===== src/rtl/cond_exec_pkg.sv =====
package cond_exec_pkg;

    localparam int SEL_W   = 4;
    localparam int GROUP_W = SEL_W - 1;
    localparam int N_STB   = 3;

    typedef enum logic [SEL_W-1:0] {
        C_ZSET  = 4'b0000,
        C_ZCLR  = 4'b0001,
        C_CSET  = 4'b0010,
        C_CCLR  = 4'b0011,
        C_NSET  = 4'b0100,
        C_NCLR  = 4'b0101,
        C_VSET  = 4'b0110,
        C_VCLR  = 4'b0111,
        C_UHI   = 4'b1000,
        C_ULS   = 4'b1001,
        C_SGE   = 4'b1010,
        C_SLT   = 4'b1011,
        C_SGT   = 4'b1100,
        C_SLE   = 4'b1101,
        C_ALWAYS= 4'b1110,
        C_NEVER = 4'b1111
    } cond_e;

    typedef struct packed {
        logic n;
        logic z;
        logic c;
        logic v;
    } flags_t;

    typedef struct packed {
        logic rf_wr;
        logic mem_wr;
        logic flg_upd;
    } strobes_t;

    // Positive sense of each selector pair; the selector LSB inverts it.
    function automatic logic group_truth(input logic [GROUP_W-1:0] grp,
                                         input flags_t f);
        logic sgn_ok;
        sgn_ok = ~(f.n ^ f.v);
        unique case (grp)
            3'd0: group_truth = f.z;
            3'd1: group_truth = f.c;
            3'd2: group_truth = f.n;
            3'd3: group_truth = f.v;
            3'd4: group_truth = f.c & ~f.z;
            3'd5: group_truth = sgn_ok;
            3'd6: group_truth = ~f.z & sgn_ok;
            default: group_truth = 1'b1;
        endcase
    endfunction

endpackage


===== src/rtl/cond_eval.sv =====
module cond_eval
    import cond_exec_pkg::*;
(
    input  logic [SEL_W-1:0] sel,
    input  flags_t           flg,
    output logic             pass
);
    logic [GROUP_W-1:0] grp;
    logic               invert;
    logic               base;

    assign grp    = sel[SEL_W-1:1];
    assign invert = sel[0];

    always_comb begin
        base = group_truth(grp, flg);
        pass = base ^ invert;
    end

    always_comb begin
        if (cond_e'(sel) == C_ZSET)
            AST_ZERO_SET: assert (pass == flg.z) else $error("zero-set selector");
        if (cond_e'(sel) == C_CCLR)
            AST_CARRY_CLR: assert (pass == !flg.c) else $error("carry-clear selector");
        if (cond_e'(sel) == C_UHI)
            AST_UNS_HIGHER: assert (pass == (flg.c && !flg.z)) else $error("unsigned higher");
        if (cond_e'(sel) == C_SLT)
            AST_SIGNED_LESS: assert (pass == (flg.n != flg.v)) else $error("signed less");
        if (cond_e'(sel) == C_SLE)
            AST_SIGNED_LE: assert (pass == (flg.z || (flg.n != flg.v))) else $error("signed le");
        if (cond_e'(sel) == C_ALWAYS)
            AST_ALWAYS_PASS: assert (pass) else $error("always selector failed");
        if (cond_e'(sel) == C_NEVER)
            AST_NEVER_PASS: assert (!pass) else $error("never selector passed");
    end
endmodule


===== src/rtl/strobe_gate.sv =====
module strobe_gate #(
    parameter int WIDTH = 3
) (
    input  logic             en,
    input  logic [WIDTH-1:0] stb_in,
    output logic [WIDTH-1:0] stb_out
);
    for (genvar i = 0; i < WIDTH; i++) begin : g_bit
        assign stb_out[i] = stb_in[i] & en;
    end

    always_comb begin
        if (!en)
            AST_FAIL_SILENT: assert (stb_out == '0) else $error("strobe leaked");
        else
            AST_PASS_THROUGH: assert (stb_out == stb_in) else $error("strobe altered");
    end
endmodule


===== src/rtl/cond_exec_unit.sv =====
module cond_exec_unit
    import cond_exec_pkg::*;
(
    input  logic [3:0] cond_sel,
    input  logic       flag_n,
    input  logic       flag_z,
    input  logic       flag_c,
    input  logic       flag_v,
    input  logic       rf_wr_in,
    input  logic       mem_wr_in,
    input  logic       flg_upd_in,
    output logic       exec_ok,
    output logic       rf_wr_out,
    output logic       mem_wr_out,
    output logic       flg_upd_out
);
    flags_t   flg;
    strobes_t stb_raw;
    strobes_t stb_gated;
    logic     pass;

    assign flg     = '{n: flag_n, z: flag_z, c: flag_c, v: flag_v};
    assign stb_raw = '{rf_wr: rf_wr_in, mem_wr: mem_wr_in, flg_upd: flg_upd_in};

    cond_eval u_eval (
        .sel  (cond_sel),
        .flg  (flg),
        .pass (pass)
    );

    strobe_gate #(.WIDTH(N_STB)) u_gate (
        .en      (pass),
        .stb_in  (stb_raw),
        .stb_out (stb_gated)
    );

    assign exec_ok     = pass;
    assign rf_wr_out   = stb_gated.rf_wr;
    assign mem_wr_out  = stb_gated.mem_wr;
    assign flg_upd_out = stb_gated.flg_upd;

    always_comb begin
        if (cond_sel == 4'b0101)
            AST_NEG_CLR: assert (exec_ok == !flag_n) else $error("neg-clear selector");
        if (cond_sel == 4'b0110)
            AST_OVF_SET: assert (exec_ok == flag_v) else $error("ovf-set selector");
    end
endmodule


===== config.mk =====
export PLATFORM = sky130hd
export DESIGN_NAME = cond_exec_unit
export DESIGN_NICKNAME = d
export VERILOG_FILES = /design/src/rtl/cond_exec_pkg.sv /design/src/rtl/cond_eval.sv /design/src/rtl/strobe_gate.sv /design/src/rtl/cond_exec_unit.sv
export SDC_FILE = /design/constraint.sdc
export NUM_CORES = 1
export LEC_CHECK = 0
export BUFFER_PORTS_ARGS = -buffer_cell sky130_fd_sc_hd__buf_2
export CAP_MARGIN = 20
export CORE_AREA = 2 2 39 41
export DETAILED_ROUTE_END_ITERATION = 6
export DIE_AREA = 0 0 41 43
export PLACE_DENSITY = 0.34
export RECOVER_POWER = 25
export SYNTH_ARGS = -nofsm -noshare
export SYNTH_HDL_FRONTEND = slang
export SYNTH_SLANG_ARGS = --single-unit

===== constraint.sdc =====
create_clock -name vclk -period 4.4
set_input_delay 0.88 -clock vclk [all_inputs]
set_output_delay 0.88 -clock vclk [all_outputs]
set_load 0.03 [all_outputs]

==> flow_metrics.env <==
export IMPL_area_growth_syn_to_layout_pct=78.1
export IMPL_ios=15
export IMPL_clkbuf_count=0
export IMPL_top_layer="met3"
export IMPL_io_buffer_count=15
export IMPL_pwr_share_clk=0
export IMPL_fin_util=0.155
export IMPL_first_global_vias=163
export IMPL_first_pass_iters=4
export IMPL_antenna_found_initial=0
export IMPL_holdPathStages=3
export IMPL_finalNetCount=44
export IMPL_num_rows=14
export IMPL_path_max_fanout=4
export IMPL_yosysTopAreaCell="a21boi_1"
export IMPL_insertedDiodeCount=0
export IMPL_drtIter0Drc=7
export IMPL_syn_nets=27
export IMPL_ctsHoldBuffers=0
export IMPL_vdd_drop_max_uv=52.4
export IMPL_seqPwrFrac=0
export IMPL_wl_met3_microns=59
export IMPL_end_kind="output port"
export IMPL_wl_met1_microns=251
export IMPL_grt_max_degree=5
export IMPL_worst_slew_pin_transition_ps=374
export IMPL_status="completed"
export IMPL_maxSlewHeadroom=0.747
export IMPL_slew_violations=0
export IMPL_setup_viol=0
export IMPL_syn_avg_cell_area_sq_um=7.51
export IMPL_die_w_microns=41
export IMPL_power_net_switching_uw=17.4
export IMPL_p_int_uw=11.6
export IMPL_critPathLaunchType="input port"
export IMPL_cp_slowest_stage_delay_ps=400
export IMPL_coreArea_sq_um=1380
export IMPL_synth_cell_type_count=10
export IMPL_avgViaCountPerCell=3.85
export IMPL_hold_viol=0
export IMPL_cp_cell_sequence="buf_2, nor4b_1, nor2b_1, a311o_1, nand2_1, clkbuf_1"
export IMPL_worst_ep_required_time_ps=3520
export IMPL_drcViolationCount=0
export IMPL_synth_area_top_cells="a21boi_1, mux4_2, nor2b_1"
export IMPL_gp_congestion=0.735
export IMPL_regArea_sq_um=0
export IMPL_grt_pass1_wl_microns=634
export IMPL_wl_microns=435
export IMPL_hp_start="mem_wr_in"
export IMPL_vias=181
export IMPL_arrival_ps=2290
export IMPL_die_area_sq_um=1760
export IMPL_grt_usage=0.0480
export IMPL_tns_ps=0
export IMPL_power_frac_comb=1.000
export IMPL_path_class="input port to output port"
export IMPL_max_freq_mhz=316
export IMPL_drive_above_1_share=0.484
export IMPL_period_share=0.720
export IMPL_netSwitchingFraction=0.599
export IMPL_synth_top_cell_area_share=0.188
export IMPL_syn_area_sq_um=120
export IMPL_start_util=0.0868
export IMPL_seq_cells=0
export IMPL_rsz0062_at_grt="no"
export IMPL_fillers=148
export IMPL_hold_path_class="input port to output port"
export IMPL_wl_met2_microns=123
export IMPL_synthesis_instances=16
export IMPL_die_h_microns=43
export IMPL_cts_resized=0
export IMPL_fin_crit_ps=3170
export IMPL_post_drt_wl_per_cell_microns=9.26
export IMPL_leakage_nw=0.101
export IMPL_synth_warnings=0
export IMPL_hold_end="mem_wr_out"
export IMPL_instances_no_fill=47
export IMPL_maxCapViolations=0
export IMPL_cts_setup_buffers=0
export IMPL_netlist_top_cells_count="a21boi_1, nand2_1, nor2_1, nor2b_1"
export IMPL_drtAntennaViolNets=0
export IMPL_cpMaxStageDelayCell="nor4b_1"
export IMPL_ys_seq_area_frac=0
export IMPL_grt_overflow_total=0
export IMPL_power_density_nw_per_um2=136
export IMPL_placedCellCount=47
worst max-delay path, delay by kind of cell:
family          cells  cell delay (ps)
simple gates        3              580
buf+inv             2              430
compound gates      1              400
through the flow:
step                      hold slack [ps]  total power, mW  worst slack (ps)  instance area (sq um)
after floorplan                      1960           0.0181              1310                    120
after global placement               2140           0.0300              1260                    215
after detailed placement             2130           0.0294              1250                    215
after CTS                            2130           0.0296              1250                    215
after global routing                 2140           0.0313              1120                    214
final                                2130           0.0290              1230                    214
power by group through the flow:
stage                     sequential (mW)  combinational (mW)  clock (mW)
final                                   0              0.0290           0
after global routing                    0              0.0313           0
after CTS                               0              0.0296           0
after detailed placement                0              0.0294           0
after global placement                  0              0.0300           0
after floorplan                         0              0.0181           0
worst max-delay path by stage:
stage                      startpoint          end  slack (ps)  depth (start not counted)
after global routing      cond_sel[2]      exec_ok        1120                          6
after detailed placement  cond_sel[2]    rf_wr_out        1250                          6
after CTS                 cond_sel[2]    rf_wr_out        1250                          6
after global placement    cond_sel[2]    rf_wr_out        1260                          6
final                     cond_sel[2]      exec_ok        1230                          6
after floorplan           cond_sel[2]  flg_upd_out        1310                          4
cell families (layout without fill, tap and decap cells):
group	Yosys count	count (layout)	share of synthesized area
compound gates	6	6	0.406
buf+inv	0	15	0
xor+xnor	1	1	0.0729
simple gates	8	8	0.333
mux	1	1	0.187
routing by layer:
metal,vias up,track usage
met1,71,0.0955
met4,0,0
met5,-,0
met2,15,0.0531
li1,95,-
met3,0,0.00524
area by class of cell:
cell class / instances / area [sq um] / share of cell area
repair buffers: 15 / 73.8 / 0.345
well taps: 16 / 20.0 / 0.0936
multi-input cells: 16 / 120 / 0.561
cells in the final DEF (no fill, tap or decap):
master	instances
nor2b_1	2
a21boi_1	3
a22oi_1	1
xnor2_1	1
nor2_1	2
buf_2	14
a311o_1	1
mux4_2	1
nand2_1	3
clkbuf_1	1
a32oi_1	1
nor4b_1	1
Note: power is estimated with default switching activity, not from simulation.
